## config.mk

```make
export PLATFORM = sky130hd
export DESIGN_NAME = scl_clock_gen
export DESIGN_NICKNAME = d
export VERILOG_FILES = /design/src/rtl/scl_clock_gen.sv
export SDC_FILE = /design/constraint.sdc
export NUM_CORES = 1
export LEC_CHECK = 0
export BUFFER_PORTS_ARGS = -buffer_cell sky130_fd_sc_hd__clkbuf_2
export CORE_MARGIN = 3
export CORE_UTILIZATION = 40
export CTS_BUF_LIST = sky130_fd_sc_hd__clkbuf_4 sky130_fd_sc_hd__clkbuf_8 sky130_fd_sc_hd__clkbuf_16
export CTS_CLUSTER_DIAMETER = 40
export CTS_CLUSTER_SIZE = 40
export DETAILED_ROUTE_END_ITERATION = 7
export PLACE_DENSITY_LB_ADDON = 0.25
export SLEW_MARGIN = 20
export SYNTH_ARGS = -nofsm -noshare
export SYNTH_HDL_FRONTEND = slang
export SYNTH_SLANG_ARGS = --single-unit
```

## constraint.sdc

```tcl
create_clock -name clk -period 1.48 [get_ports clk]
set_clock_uncertainty 0.05 [all_clocks]
set_input_delay 0.222 -clock clk [delete_from_list [all_inputs] [get_ports clk]]
set_output_delay 0.222 -clock clk [all_outputs]
set_load 0.03 [all_outputs]
```

## src/rtl/scl_clock_gen.sv

```systemverilog
module scl_clock_gen #(
  parameter int RELOAD_W    = 7,
  parameter int SYNC_STAGES = 2
) (
  input  logic                clk,
  input  logic                rst_n,
  input  logic                en,
  input  logic [RELOAD_W-1:0] reload,
  input  logic                scl_in,
  output logic                scl_drive_low,
  output logic                roll_stb
);

  localparam logic [RELOAD_W-1:0] ONE  = RELOAD_W'(1);
  localparam logic [RELOAD_W-1:0] ZERO = '0;

  logic [SYNC_STAGES-1:0] sync_q;
  logic                   sync_hi;
  logic [1:0]             phase;
  logic [RELOAD_W-1:0]    cnt;
  logic                   wait_hi;
  logic                   tick;
  logic                   expire;
  logic [RELOAD_W-1:0]    load_val;

  always_ff @(posedge clk or negedge rst_n)
    if (!rst_n) sync_q <= '0;
    else        sync_q <= {sync_q[SYNC_STAGES-2:0], scl_in};

  assign sync_hi  = sync_q[SYNC_STAGES-1];
  assign load_val = (reload == ZERO) ? ONE : reload;
  assign tick     = en && phase[0];
  assign expire   = tick && !wait_hi && (cnt == ONE);

  always_ff @(posedge clk or negedge rst_n) begin
    if (!rst_n) begin
      phase         <= 2'd0;
      cnt           <= ZERO;
      wait_hi       <= 1'b1;
      scl_drive_low <= 1'b0;
      roll_stb      <= 1'b0;
    end else if (!en) begin
      phase         <= 2'd0;
      cnt           <= ZERO;
      wait_hi       <= 1'b1;
      scl_drive_low <= 1'b0;
      roll_stb      <= 1'b0;
    end else begin
      phase    <= phase + 2'd1;
      roll_stb <= expire;
      if (wait_hi) begin
        if (sync_hi) begin
          cnt     <= load_val;
          wait_hi <= 1'b0;
        end
      end else if (tick) begin
        if (cnt == ONE) begin
          if (scl_drive_low) begin
            scl_drive_low <= 1'b0;
            wait_hi       <= 1'b1;
            cnt           <= ZERO;
          end else begin
            scl_drive_low <= 1'b1;
            cnt           <= load_val;
          end
        end else begin
          cnt <= cnt - ONE;
        end
      end
    end
  end

endmodule

```

After elaboration in Yosys (flattened, before gate mapping)
Index checks and enable logic that the tools add are counted.
Widths: inputs -> output; s select.
- add/subtract/negate cells: 2
- equality and inequality tests: 6
- mux-type cells: 20
- reduce and logical (&&, ||, !) cells: 7
- operators by type and width (kind ; count):
    $mux 7 ; 7
    $mux 1 ; 12
    $eq 7x1->1 const B ; 1
    $logic_not 7->1 ; 1
    $sub 7x1->7 const B ; 1
    $ne 2x1->1 const B ; 2
    $logic_and 1x1->1 ; 3
    $ne 3x1->1 const B ; 1
    $ne 3x3->1 const B ; 1
    $reduce_and 3->1 ; 1
    $add 2x1->2 const B ; 1
    $mux 2 ; 1
    $ne 2x2->1 const B ; 1
    $reduce_and 2->1 ; 1
    $logic_not 1->1 ; 1
- register bits: 14
- input bits: 11
- output and inout bits: 2
- logic and storage cells: 41

Depth between registers and ports, before layout
Gate-level depths: netlist of run 1.
- depth after elaboration: 7
- gate-level depth with buffers: 6
- depth with buffers taken out: 6

Worst setup path after synthesis of run 1
Ideal clock, no wire load.
- kind: register to register
- start: register cnt[0]
- end: register cnt[6]
- setup time: 0.126 ns
- arrival: 1.407 ns
- required time: 1.304 ns
- slack: -0.103 ns
- cell stages (with the launch flop): 5
- path buffers: 0
- clock period less this slack: 1.583 ns
- cells stage by stage: dfrtp_1 > ha_1 > nor2b_1 > a41o_2 > a221o_1
- cells in the longest elaborated chain, start to end: 5
- elaborated cells on any way between the ends: 6
- classes of those cells: add/sub: 1; eq/ne: 1; mux: 4
- RTL lines (item ; RTL line ; RTL):
    start, declared ; 20 ; logic [RELOAD_W-1:0] cnt;
    start signal, assigned ; 53 ; cnt <= load_val;
    start signal, assigned ; 64 ; cnt <= load_val;
    start signal, assigned ; 67 ; cnt <= cnt - ONE;
    $sub 7x1->7 / $eq 7x1->1 (equally long branches) ; 67, 57 ;
    $mux 7 * ; 57 ; if (cnt == ONE) begin
    $mux 7 * ; 56 ; end else if (tick) begin
    $mux 7 * ; 51 ; if (wait_hi) begin
    $mux 7 * ; 42 ; end else if (!en) begin
Every way passes the cells marked *; elsewhere a longest branch is shown, timed or not. The select of a mux whose other input is x is not followed.
A chain may end at the register's enable or synchronous reset.

Final worst setup path of run 1
- start: register cnt[1]
- end: register cnt[2]
Same word-level chain as after synthesis.

==> implementation parameters, run 1 <==
Parameter                              Value

Logic synthesis
  Average cell area after synthesis ... 10.40 um^2
  Yosys synthesis warning count ... 0
  Cells after synthesis ... 71
  Nets in the synthesized netlist ... 84
  Main area contributors after synthesis ... dfrtp_1 41%, a221o_1 4.1%, nand2_1 4.1%
  Synth top cells by count ... 12 x dfrtp_1, 8 x nand2_1, 4 x inv_1, 4 x nand3_1
  Count of distinct cell types in the synthesized netlist ... 32
  Area leader, netlist ... dfrtp_1
  Top cell type's share of synthesized area ... 40.68%
  Post-synth design cell area ... 738.2 um^2
  Top flip-flop cell by instance count after synthesis ... dfrtp_1
  Number of synthesized flops with an enable pin ... 0
  Async set-reset flop share out of synthesis ... 100.0%
  Number of register bits inferred by synthesis ... 13
  Register area share after synthesis ... 44.24%
  Cell with the most instances after synthesis ... dfrtp_1

Clocking
  Clk sinks ... 13
  Num CTS Buffers ... 3
  Clock transition time at the flip-flop clock pins of the worst setup and hold paths ... 0.08 ns
  Clock latency on the worst-skew pair ... 0.28 ns
  H-tree depth reported by CTS ... 1
  CTS tree ... built
  Maximum buffer depth of the clock tree ... 2
  Cell at the root of the clock tree ... clkbuf_4

Floorplan
  Starting density of the core ... 45.81%
  Chip height ... 48.96 um
  Core outline area ... 1612 um^2
  # IOs ... 13
  Chip width ... 48.96 um
  Floorplan die area ... 2397 um^2
  Site row count ... 14

STA
  Post-route worst setup slack ... -0.1009 ns
  Total of endpoints with negative setup slack in the final report ... 6
  Slew at the pin with the worst max-slew slack ... 0.3374 ns
  Ratio of final minimum period to clock period ... 106.8%
  Setup repair after global routing missed its margin ... yes
  Number of hold violations in the final report ... 0
  Worst relative slew slack ... 77.51%
  FMAX ... 632.5 MHz
  Fin. max-slew vios ... 0
  Final critical delay including setup and external delays ... 1.581 ns

Power and ir drop
  Comb power frac ... 38.2%
  Clk pwr share ... 19.6%
  Worst ir drop on vdd ... 0.6605 mV
  Total Power ... 0.001123 W
  Internal power ... 0.0007518 W
  Leakage power ... 0.4949 nW
  Sw frac ... 33.05%
  Switching pwr ... 0.0003712 W
  Sequential cell fraction of total power ... 42.3%
  PwrDens ... 1072 nW/um^2

Flow run
  Total of max-cap violations ... 0

Route
  DRC Markers ... 0
  Routed via count divided by cell count ... 5.313
  Met1 WL ... 819 um
  Number of DRC markers after the initial detailed-route iteration ... 36
  Remaining antenna violation count after routing ... 0
  Wire length on met3 ... 107 um
  Top layer reached by signal wires ... met4
  Average detailed-routed wire length per instance ... 13.71 um
  Vias ... 696
  First-pass iteration count of the detailed router ... 4
  Total detailed-routing wirelength ... 1.796 mm
  Met2 wire length ... 849 um

Critical path
  Data arrival time of the critical path ... 1.69 ns
  Reg-to-reg critical path endpoint ... cnt[2]
  Crit path launch ... cnt[1]
  Kind of capture point of the worst setup path ... flip-flop
  Cells on worst reg2reg path ... 6
  Kind of critical path ... flip-flop to flip-flop
  Crit path capture ... cnt[2]
  Launch point of the worst reg-to-reg path ... cnt[1]
  Type of element launching the critical path ... flip-flop
  R2R Setup Slk ... -0.10 ns
  Crit Path Max Fanout ... 5
  Required time reported for the critical path endpoint ... 1.59 ns

Layout
  Synthesis-to-finish area growth ... 41.86%
  Final #Nets ... 121
  Share of cells above drive strength 1 ... 44.86%
  Antenna cells ... 0
  Number of cells in the finished layout apart from fillers ... 131

Global routing
  Total global routing track utilization ... 16.07%
  Largest net degree at the start of global routing ... 14
  Initial antenna violation count ... 0
  First-pass GRT wire length ... 2.960 mm
  Total congestion overflow after global routing ... 0
  Via count of the first global-routing pass ... 689

Placed design
  Pre-CTS setup slack ... -0.1485 ns
  Number of instances in the placed design ... 123
  Detail Placement HPWL ... 1.372 mm
  IO buf count ... 12
  Final Wtd Congestion ... 0.8947

Outcome
  Run status ... finished, violations left
  Violations in the final reports ... setup timing

Hold path
  Type of the worst min-delay path ... input port to flip-flop
## routing by layer
layer	track usage, %	vias up
li1	-	337
met1	20.87	333
met2	24.89	22
met3	3.976	4
met4	7.583	0
met5	0	-
## state kept, by name, indices dropped and copies added (netlist names)
register,cells
roll_stb,1
sync_q,2
scl_drive_low,1
cnt,7
phase,1
wait_hi,1
## critical path, cell delays in order, from the launching register on
cell and delay [ns]:
dfrtp_1 0.40, inv_2 0.08, ha_1 0.18, nor2b_4 0.22, a21o_4 0.18, o21ai_2 0.06, a221o_1 0.30
## how the worst min path moves through the flow
| stage | slack, ns | end | cells past startpoint | start |
|---|---|---|---|---|
| 2_1_floorplan | -0.12 | cnt[0] | 0 | rst_n |
| 3_3_place_gp | 0.08 | roll_stb | 1 | rst_n |
| 3_5_place_dp | 0.09 | roll_stb | 1 | rst_n |
| 4_1_cts | 0.11 | cnt[4] | 3 | reload[4] |
| 5_1_grt | 0.13 | cnt[4] | 3 | reload[4] |
| 6_report | 0.12 | cnt[4] | 3 | reload[4] |
## power groups by stage
stage	registers (W)	logic, W	clock network (W)
after floorplan	0.000478	0.000220	0
after global placement	0.000476	0.000389	0
after detailed placement	0.000477	0.000395	0
after CTS	0.000473	0.000405	0.000232
after global routing	0.000480	0.000472	0.000248
final	0.000475	0.000428	0.000220
## through the flow
stage	cell area, um^2	TNS, ns	util (%)	hold slack [ns]
3_3_place_gp	974.7	-0.2792	60.48	0.08388
6_report	1047	-0.3036	64.98	0.1194
5_1_grt	1047	-0.9000	64.98	0.1315
3_5_place_dp	974.7	-0.4885	60.48	0.08752
2_1_floorplan	764.5	-0.09135	-	-0.1236
4_1_cts	1027	-0.2778	63.74	0.1100
## kinds of logic (layout without fill, tap and decap cells)
kind of cell	count (synthesis)	after routing	share of synthesized area, %
AOI/OAI and AO/OA	18	18	19.66
xor gates and xnor gates	2	2	2.373
adders and majority gates	2	2	3.389
buffers and inverters	4	40	2.033
DFF	13	13	44.24
and+or+nand+nor	32	32	28.31
## timing repair
action / 4_1_cts / 5_1_grt
pin swaps: 1 / 3
setup endpoints to repair: 8 / 8
buffers inserted: 0 / 2
hold endpoints to repair: 13 / 0
resized for setup: 2 / 2
hold buffers: 2 / 0
## layout by cell type, fill, tap and decap left out, drive strengths merged, types with 2 or more instances in the layout
cell / n
buf: 18
clkbuf: 15
dfrtp: 12
nand2: 8
o21ai: 5
nand3: 4
inv: 4
a21oi: 3
a221o: 3
nor2b: 3
nor3b: 3
o221ai: 2
nor2: 2
xnor2: 2
o211a: 2
dlygate4sd3: 2
nor3: 2
nor4b: 2
and3: 2
ha: 2
## final cells by class
type | count | area, um^2
Multi-Input combinational cell | 54 | 432.9
Clock buffer | 3 | 22.52
Tap cell | 24 | 30.03
Fill cell | 141 | 564.3
Sequential cell | 13 | 326.6
Clock inverter | 1 | 5.005
Timing Repair Buffer | 32 | 215.2
Inverter | 4 | 15.01
Power figures use the tool's default switching activity.
==> inputs of run 2 (changes only) <==
--- a/constraint.sdc
+++ b/constraint.sdc
@@ -3,3 +3,3 @@
 set_input_delay 0.222 -clock clk [delete_from_list [all_inputs] [get_ports clk]]
 set_output_delay 0.222 -clock clk [all_outputs]
-set_load 0.03 [all_outputs]
+set_load 0.1 [all_outputs]
==> implementation parameters, run 2 (synthesized netlist as in run 1, its figures left out) <==
Parameter                              Value

Outcome
  Run status ... finished, violations left
  Violations in the final reports ... setup timing

Layout
  Utilization after layout ... 65.92%
  Most frequent cells in the layout ... 15 x buf_4, 11 x dfrtp_1, 11 x clkbuf_2
  Antenna cells ... 0
  Final #Nets ... 118
  Top Registers ... cnt: 7 flops, sync_q: 2 flops
  Synthesis-to-finish area growth ... 43.90%
  Commonest non-fill, non-tap cell in the layout ... buf_4
  Share of cells above drive strength 1 ... 47.12%
  Number of flip-flops under the largest register name ... 7
  Most flops, register ... cnt
  Number of cells in the finished layout apart from fillers ... 128

Clocking
  CTS tree ... built
  Cell at the root of the clock tree ... clkbuf_4
  Clk sinks ... 13
  H-tree depth reported by CTS ... 1
  Num CTS Buffers ... 3
  Clock transition time at the flip-flop clock pins of the worst setup and hold paths ... 0.08 ns
  Maximum buffer depth of the clock tree ... 2
  Clock latency on the worst-skew pair ... 0.28 ns

Hold path
  Type of the worst min-delay path ... input port to flip-flop

Route
  Number of DRC markers after the initial detailed-route iteration ... 11
  Average detailed-routed wire length per instance ... 13.50 um
  DRC Markers ... 0
  Total detailed-routing wirelength ... 1.728 mm
  Routed via count divided by cell count ... 5.203
  First-pass iteration count of the detailed router ... 4
  Remaining antenna violation count after routing ... 0
  Vias ... 666

Floorplan
  Core outline area ... 1612 um^2
  Site row count ... 14
  Starting density of the core ... 45.81%
  Floorplan die area ... 2397 um^2
  Chip width ... 48.96 um
  Chip height ... 48.96 um
  # IOs ... 13

Power and ir drop
  Worst ir drop on vdd ... 0.7364 mV
  PwrDens ... 1045 nW/um^2
  Leakage power ... 0.4817 nW

STA
  WHS ... 0.1136 ns
  Setup total negative slack ... -0.3891 ns
  Ratio of final minimum period to clock period ... 108.9%
  Slew at the pin with the worst max-slew slack ... 0.5391 ns
  Number of hold violations in the final report ... 0
  Fin. max-slew vios ... 0
  Setup repair after global routing missed its margin ... yes
  Post-route worst setup slack ... -0.1312 ns
  Final critical delay including setup and external delays ... 1.611 ns
  Total of endpoints with negative setup slack in the final report ... 5
  Worst relative slew slack ... 64.21%
  FMAX ... 620.7 MHz

Critical path
  Crit-path slowest cell ... dfrtp_1
  Kind of capture point of the worst setup path ... flip-flop
  Kind of critical path ... flip-flop to flip-flop
  Data arrival time of the critical path ... 1.73 ns
  Type of element launching the critical path ... flip-flop
  Largest stage delay on the critical path ... 0.40 ns
  R2R Setup Slk ... -0.13 ns
  Crit Path Max Fanout ... 5
  Crit path cell chain ... inv_2 -> ha_2 -> nor2b_4 -> a21o_4 -> o21ai_2 -> a221o_1
  Required time reported for the critical path endpoint ... 1.60 ns

Global routing
  M1 GR Usage ... 19.09%
  Initial antenna violation count ... 0
  Total congestion overflow after global routing ... 0
  First-pass GRT wire length ... 2.822 mm
  Global-route track usage on met2 ... 23.98%
  Via count of the first global-routing pass ... 624
  Top Usage Layer GRT ... met2
  Met3 track demand over resource ... 6.116%
  Largest net degree at the start of global routing ... 14
  Total global routing track utilization ... 15.15%

Placed design
  Number of instances in the placed design ... 120
  Final Wtd Congestion ... 0.8676
  Detail Placement HPWL ... 1.324 mm
  Pre-CTS setup slack ... -0.1659 ns
  IO buf count ... 12

Flow run
  Total of max-cap violations ... 0
## run 2: stage by stage
step	power [W]	area, um^2
floorplan	0.0007021	768.2
finish	0.001110	1062
global route	0.001177	1062
global placement	0.0008604	970.9
CTS	0.001117	1057
detailed placement	0.0008659	970.9
## run 2: timing repair
action | CTS | global route
hold buffers | 2 | 0
gates resized for setup | 6 | 1
hold endpoints to repair | 13 | 0
setup endpoints to repair | 8 | 8
buffers inserted | 2 | 0
pin swaps | 1 | 2
## run 2: path summary, 6_finish.rpt
| check | end | from | cells after the start |
|---|---|---|---|
| hold reg to reg | sync_q[1] | sync_q[0] | 0 |
| setup / recovery | cnt[2] | cnt[1] | 6 |
| setup reg to reg | cnt[2] | cnt[1] | 6 |
| hold / removal | cnt[3] | reload[3] | 3 |
| min in group asynchronous | cnt[2] | rst_n | 2 |
| max in group asynchronous | wait_hi | rst_n | 2 |
## run 2: cell type report
type / instances / area (um^2)
tap: 24 / 30.03
timing repair buffer: 29 / 207.7
fill: 136 / 549.3
clock buffer: 3 / 22.52
clock inverter: 1 / 5.005
inverter: 4 / 15.01
sequential: 13 / 330.3
multi-input combinational: 54 / 451.7
## run 2: power breakdown
part | switching, W | internal (W)
Sequential | 0.0000712 | 0.000402
Clock | 0.000118 | 0.000100
Combinational | 0.000181 | 0.000237
Total | 0.000370 | 0.000740
## run 2: critical path, delay by kind of cell, from the launching register on
kind | cells | cell delay [ns]
compound gates | 3 | 0.53
fa+ha+maj | 1 | 0.20
buf+inv | 1 | 0.10
flops | 1 | 0.40
simple gates | 1 | 0.22
## run 2: routing by layer
metal / up-vias / routed length [um] / part of all wire [%]
met4: 0 / 7 / 0.41
met2: 16 / 817 / 47
met3: 2 / 101 / 5.8
met5: - / 0 / 0
met1: 316 / 802 / 46
li1: 332 / - / -
